## config.mk

```make
export PLATFORM = sky130hd
export DESIGN_NAME = gpio_irq_bank
export DESIGN_NICKNAME = d
export VERILOG_FILES = /design/src/rtl/gpio_irq_pkg.sv /design/src/rtl/gpio_irq_ctrl.sv /design/src/rtl/gpio_irq_datapath.sv /design/src/rtl/gpio_irq_bank.sv
export SDC_FILE = /design/constraint.sdc
export NUM_CORES = 1
export LEC_CHECK = 0
export CORE_AREA = 2 2 191 137
export CTS_BUF_LIST = sky130_fd_sc_hd__clkbuf_8
export CTS_CLUSTER_SIZE = 12
export DETAILED_ROUTE_END_ITERATION = 8
export DIE_AREA = 0 0 193 139
export DONT_BUFFER_PORTS = 1
export PLACE_DENSITY = 0.69
export SLEW_MARGIN = 20
export SYNTH_ARGS = -nofsm -noshare
export SYNTH_HDL_FRONTEND = slang
export SYNTH_SLANG_ARGS = --single-unit
```

## constraint.sdc

```tcl
create_clock -name clk -period 2.7 [get_ports clk]
set_clock_uncertainty 0.05 [all_clocks]
set_input_delay 0.27 -clock clk [delete_from_list [all_inputs] [get_ports clk]]
set_output_delay 0.27 -clock clk [all_outputs]
set_load 0.01 [all_outputs]
```

## src/rtl/gpio_irq_pkg.sv

```systemverilog
`timescale 1ns/1ps
package gpio_irq_pkg;
  localparam int REG_AW = 4;

  typedef enum logic [REG_AW-1:0] {
    RG_IN   = 4'd0,
    RG_OSET = 4'd1,
    RG_OCLR = 4'd2,
    RG_DIR  = 4'd3,
    RG_ESET = 4'd4,
    RG_ECLR = 4'd5,
    RG_STS  = 4'd6,
    RG_TRIG = 4'd7,
    RG_HDL  = 4'd8,
    RG_POL  = 4'd9
  } regIdx_e;

  localparam logic [REG_AW-1:0] LAST_REG = 4'd9;

  typedef struct packed {
    logic outSet;
    logic outClr;
    logic dirWr;
    logic ienSet;
    logic ienClr;
    logic stsClr;
    logic trigWr;
    logic hdlWr;
    logic polWr;
  } strobes_t;
endpackage

```

## src/rtl/gpio_irq_ctrl.sv

```systemverilog
`timescale 1ns/1ps
module gpio_irq_ctrl
  import gpio_irq_pkg::*;
(
  input  logic              clk,
  input  logic              rstN,
  input  logic [REG_AW-1:0] busAddr,
  input  logic              busWe,
  output strobes_t          stb,
  output regIdx_e           rdSel,
  output logic              rdValid
);
  logic hit;
  assign hit     = busAddr <= LAST_REG;
  assign rdValid = hit;
  assign rdSel   = hit ? regIdx_e'(busAddr) : RG_IN;

  always_comb begin
    stb = '0;
    if (busWe && hit) begin
      case (regIdx_e'(busAddr))
        RG_OSET: stb.outSet = 1'b1;
        RG_OCLR: stb.outClr = 1'b1;
        RG_DIR:  stb.dirWr  = 1'b1;
        RG_ESET: stb.ienSet = 1'b1;
        RG_ECLR: stb.ienClr = 1'b1;
        RG_STS:  stb.stsClr = 1'b1;
        RG_TRIG: stb.trigWr = 1'b1;
        RG_HDL:  stb.hdlWr  = 1'b1;
        RG_POL:  stb.polWr  = 1'b1;
        default: stb = '0;
      endcase
    end
  end

  // at most one register is written per bus cycle
  p_one_strobe_r12: assert property (@(posedge clk) disable iff (!rstN)
    $onehot0(stb));
  // an unmapped address never produces a write strobe
  p_unmapped_quiet_r12: assert property (@(posedge clk) disable iff (!rstN)
    (busAddr > LAST_REG) |-> (stb == '0));
endmodule

```

## src/rtl/gpio_irq_datapath.sv

```systemverilog
`timescale 1ns/1ps
module gpio_irq_datapath
  import gpio_irq_pkg::*;
#(
  parameter int NUM_PINS    = 32,
  parameter int BUS_W       = 32,
  parameter int SYNC_STAGES = 2
) (
  input  logic                clk,
  input  logic                rstN,
  input  strobes_t            stb,
  input  regIdx_e             rdSel,
  input  logic                rdValid,
  input  logic [BUS_W-1:0]    wrData,
  output logic [BUS_W-1:0]    rdData,
  input  logic [NUM_PINS-1:0] pinIn,
  output logic [NUM_PINS-1:0] pinOut,
  output logic [NUM_PINS-1:0] pinOe,
  output logic                irqOut
);
  localparam int PW = NUM_PINS;

  logic [PW-1:0] wMask;
  logic [PW-1:0] syncQ [SYNC_STAGES];
  logic [PW-1:0] pinNow, prevQ;
  logic [PW-1:0] outQ, dirQ, ienQ, stsQ, trigQ, hdlQ, polQ;
  logic [PW-1:0] edgeHit, levelHit, clrMask;

  assign wMask = wrData[PW-1:0];

  // input synchroniser chain, then one more flop for edge history
  always_ff @(posedge clk or negedge rstN) begin
    if (!rstN) begin
      for (int k = 0; k < SYNC_STAGES; k++) syncQ[k] <= '0;
      prevQ <= '0;
    end else begin
      syncQ[0] <= pinIn;
      for (int k = 1; k < SYNC_STAGES; k++) syncQ[k] <= syncQ[k-1];
      prevQ <= syncQ[SYNC_STAGES-1];
    end
  end
  assign pinNow = syncQ[SYNC_STAGES-1];

  // configuration and data registers
  always_ff @(posedge clk or negedge rstN) begin
    if (!rstN) begin
      outQ  <= '0;
      dirQ  <= '0;
      ienQ  <= '0;
      trigQ <= '1;
      hdlQ  <= '1;
      polQ  <= '1;
    end else begin
      if (stb.outSet) outQ <= outQ | wMask;
      if (stb.outClr) outQ <= outQ & ~wMask;
      if (stb.dirWr)  dirQ <= wMask;
      if (stb.ienSet) ienQ <= ienQ | wMask;
      if (stb.ienClr) ienQ <= ienQ & ~wMask;
      if (stb.trigWr) trigQ <= wMask;
      if (stb.hdlWr)  hdlQ  <= wMask;
      if (stb.polWr)  polQ  <= wMask;
    end
  end

  assign edgeHit  = (pinNow & ~prevQ & polQ) | (~pinNow & prevQ & ~polQ);
  assign levelHit = ~(pinNow ^ polQ);
  assign clrMask  = stb.stsClr ? wMask : '0;

  // per-pin pending cell: sticky in edge mode, transparent in level mode
  for (genvar i = 0; i < PW; i++) begin : g_cell
    always_ff @(posedge clk or negedge rstN) begin
      if (!rstN)         stsQ[i] <= 1'b0;
      else if (trigQ[i]) stsQ[i] <= (stsQ[i] & ~clrMask[i]) | edgeHit[i];
      else               stsQ[i] <= levelHit[i];
    end
  end

  assign irqOut = |(stsQ & ienQ);
  assign pinOut = outQ;
  assign pinOe  = dirQ;

  always_comb begin
    rdData = '0;
    if (rdValid) begin
      case (rdSel)
        RG_IN:   rdData[PW-1:0] = pinNow;
        RG_OSET: rdData[PW-1:0] = outQ;
        RG_DIR:  rdData[PW-1:0] = dirQ;
        RG_ESET: rdData[PW-1:0] = ienQ;
        RG_STS:  rdData[PW-1:0] = stsQ;
        RG_TRIG: rdData[PW-1:0] = trigQ;
        RG_HDL:  rdData[PW-1:0] = hdlQ;
        RG_POL:  rdData[PW-1:0] = polQ;
        default: rdData = '0;
      endcase
    end
  end

  // set bits are present in the output after a set write
  p_out_set_r3: assert property (@(posedge clk) disable iff (!rstN)
    (stb.outSet) |=> ((outQ & $past(wMask)) == $past(wMask)));
  // enable-set bits are on after the write
  p_ien_set_r5: assert property (@(posedge clk) disable iff (!rstN)
    (stb.ienSet) |=> ((ienQ & $past(wMask)) == $past(wMask)));
  // enable-clear bits are off after the write
  p_ien_clr_r6: assert property (@(posedge clk) disable iff (!rstN)
    (stb.ienClr) |=> ((ienQ & $past(wMask)) == '0));
  // a pending edge-mode bit stays set unless cleared
  p_edge_sticky_r7: assert property (@(posedge clk) disable iff (!rstN)
    ((stsQ & $past(stsQ & trigQ & ~clrMask)) == $past(stsQ & trigQ & ~clrMask)));
  // a fresh edge survives a same-cycle clear
  p_edge_wins_r10: assert property (@(posedge clk) disable iff (!rstN)
    ((stsQ & $past(edgeHit & trigQ)) == $past(edgeHit & trigQ)));
  // interrupt implies some pending bit
  p_irq_source_r11: assert property (@(posedge clk) disable iff (!rstN)
    irqOut |-> (stsQ != '0));
endmodule

```

## src/rtl/gpio_irq_bank.sv

```systemverilog
`timescale 1ns/1ps
module gpio_irq_bank
  import gpio_irq_pkg::*;
#(
  parameter int NUM_PINS = 32,
  parameter int BUS_W    = 32
) (
  input  logic                clk,
  input  logic                rstN,
  input  logic [REG_AW-1:0]   busAddr,
  input  logic [BUS_W-1:0]    busWrData,
  input  logic                busWe,
  output logic [BUS_W-1:0]    busRdData,
  input  logic [NUM_PINS-1:0] pinIn,
  output logic [NUM_PINS-1:0] pinOut,
  output logic [NUM_PINS-1:0] pinOe,
  output logic                irqOut
);
  strobes_t stb;
  regIdx_e  rdSel;
  logic     rdValid;

  gpio_irq_ctrl u_ctrl (
    .clk(clk), .rstN(rstN), .busAddr(busAddr), .busWe(busWe),
    .stb(stb), .rdSel(rdSel), .rdValid(rdValid)
  );

  gpio_irq_datapath #(.NUM_PINS(NUM_PINS), .BUS_W(BUS_W), .SYNC_STAGES(2)) u_dp (
    .clk(clk), .rstN(rstN), .stb(stb), .rdSel(rdSel), .rdValid(rdValid),
    .wrData(busWrData), .rdData(busRdData), .pinIn(pinIn),
    .pinOut(pinOut), .pinOe(pinOe), .irqOut(irqOut)
  );
endmodule

```

==> metrics.yaml <==
timing:
  setup_viol: 0
  hold_violations: 320
  grt_setup_unrepaired: "no"
  tightest_slew_ns: 0.835
  setup-tns-final_ns: 0
  finalWorstPathRequiredPeriod_ns: 2.52
  clock.fmax_ghz: 0.396
  maxSlewHeadroom_pct: 44.3
  slew_violations: 0
  fin_crit_sh_pct: 93.4
  whs_ns: -0.660
placement:
  placed_cells: 1354
  dp_hpwl_um: 22400
  dpl_cell_area_mm2: 0.0139
  port_buffers: 0
  gp_congestion: 0.818
cells_and_area:
  nNetsFinal: 1207
  syn_to_final_growth_pct: 14.8
  final_util_pct: 61.7
  layout.area.seq_mm2: 0.00813
  stdcell_count: 1507
  fin_area_mm2: 0.0155
  multi_input_area_mm2: 0.00483
  drive_gt1_share_pct: 28.7
  fillers: 1949
routing:
  top_layer_used: "met4"
  vias: 9932
  wl_met2_um: 17000
  postRouteAntennaNets: 0
  wl_um: 38200
  wl_met1_um: 16000
  drt_iter0_drc: 1070
  drc: 0
  first_pass_iters: 9
  drt-wirelength-per-cell_um: 25.3
  wl_met3_um: 3940
  vias_per_cell: 6.59
worst_setup_path:
  path_depth: 3
  cp.arrival_ns: 2.20
  r2r-start: "u_dp.trigQ[2]"
  critPathBufInv: 0
  reg2reg_depth: 3
  critPathKind: "flip-flop to output pin"
  cp_data_required_time_ns: 2.38
  max_stage_delay_ns: 0.68
  critPathLaunchType: "flip-flop"
  crit_end: "irqOut"
  crit_family: "simple AND/OR/NAND/NOR gates"
  endpoint_kind: "output pin"
  r2r_end: "u_dp.stsQ[2]"
  crit_chain: "a22oi_1 -> nand4_1 -> or4_1"
  r2r_slack_ns: 1.41
  cp_max_fo: 3
  crit_slowest_cell: "or4_1"
die:
  die_x_um: 193
  rows: 49
  io_pins: 168
  initial_core_util_pct: 53.8
  core_mm2: 0.0251
  die_y_um: 139
  die_area_mm2: 0.0268
synthesis:
  yosysWarnings: 0
  netlist_area_mm2: 0.0135
  yosys_most_used_dff: "dfrtp_1"
  syn_nets: 1144
  synth-seq-area-share_pct: 60.1
  synth_edf_count: 0
  syn-instance-count: 1073
  syn_avg_cell_area_um2: 12.6
  synthArstFlopShare_pct: 100
  synth_cell_types: 32
  ys_ff_latch: 320
flow_run:
  maxCapViolations: 0
status:
  violations: "hold timing"
  status: "finished with violations"
min_path:
  min_path_type: "primary input to async pin"
global_routing:
  grt.total_usage_pct: 28.6
  grt_max_degree: 321
  grt-ovfl-total: 0
  antenna_found_initial: 2
  first_global_vias: 9966
  grt_pass1_wl_um: 58400
clock_tree:
  post_cts.repair.setup_buffers: 0
  cts_tree: "built"
  clk_pin_slew_ns: 0.06
  htreeDepth: 2
  clockBufferDepth: 3
  root_buffer: "clkbuf_8"
  numCtsBuffers: 47
  postCtsHoldBufs: 64
  clock_latency_ns: 0.57
  numClockSinks: 320
pwr:
  vdd_drop_max_mv: 0.538
  p_per_area_mw_per_mm2: 822
  power_leakage_uw: 0.00640
  p_int_uw: 9100
  p_sw_uw: 3650
  switching_share_pct: 28.6
  p_clk_share_pct: 31.8
  p_comb_share_pct: 13.0
  power_frac_seq_pct: 55.2
## logic make-up after synthesis
family | share of synthesized area (%)
compound gates | 17.7
flops | 60.1
simple gates | 7.04
mux | 10.7
buf+inv | 4.39
## layer usage
layer / vias to the layer above / GRT usage, %
met4: 0 / 10.8
li1: 4222 / -
met1: 5079 / 40.4
met3: 103 / 8.07
met5: - / 0
met2: 528 / 42.2
## layout by cell type, fill, tap and decap left out, drive strengths merged, types with 2 or more instances in the layout
master       count
dfstp           96
clkinv           2
dfrtp          224
nor3            32
nand4            4
diode            2
a221oi          32
dlygate4sd3     64
and3             2
a31oi           64
nand2          101
clkbuf          62
mux2           128
a22oi           16
bufinv           2
nor2b           32
inv             21
or4              2
a21oi          129
nor4bb           2
a222oi          31
a22o            33
nor4b            4
buf             50
a311o           32
## synthesized netlist by cell type, types with 31 or more instances
cell type | n | area (um2)
dfrtp_1 | 224 | 5610
a21oi_1 | 129 | 646
mux2_2 | 115 | 1290
nand2_1 | 101 | 379
dfstp_2 | 96 | 2520
a31oi_1 | 64 | 400
buf_2 | 42 | 210
a22o_1 | 33 | 289
a221oi_1 | 32 | 280
a311o_1 | 32 | 320
nor2b_1 | 32 | 200
nor3_1 | 32 | 160
a222oi_1 | 31 | 310
## worst min-delay path by stage
stage                     startpoint        endpoint  cells after the start
after floorplan                 rstN       async pin                      0
after global placement          rstN  u_dp.syncQ[36]                      0
after detailed placement        rstN  u_dp.syncQ[36]                      0
after CTS                       rstN  u_dp.syncQ[36]                      0
after global routing            rstN   u_dp.pinOe[4]                      0
final                           rstN  u_dp.syncQ[34]                      0
## per-stage QoR
step                setup WS (ns)  power [uW]
CTS                         0.221       12800
finish                      0.177       12700
global placement            0.644        8470
global route               0.0643       13300
detailed placement          0.607        8570
floorplan                   0.797        7960
## layout make-up
cell class                      count  area share [%]
Antenna cell                        2          0.0323
Clock buffer                       62            5.50
Clock inverter                     25           0.960
Multi-Input combinational cell    653            31.1
Sequential cell                   320            52.4
Tap cell                          331            2.67
Timing Repair Buffer              114            7.28
## worst reg2reg max path, stage by stage (launching register included)
cell     delay, ns
dfstp_2       0.57
nor2b_1       0.16
nor3_1        0.07
a311o_1       0.32
## power by group through the flow
stage          clock (uW)  sequential (uW)  combinational (uW)
3_3_place_gp            0             7040                1430
6_report             4060             7040                1650
4_1_cts              4140             7000                1640
2_1_floorplan           0             6660                1300
3_5_place_dp            0             7070                1510
5_1_grt              4360             7130                1830
## what timing repair did
action,in CTS,in global routing
hold endpoints to repair,576,320
setup endpoints to repair,0,0
resized for setup,0,0
(Power assumes the default switching activity.)
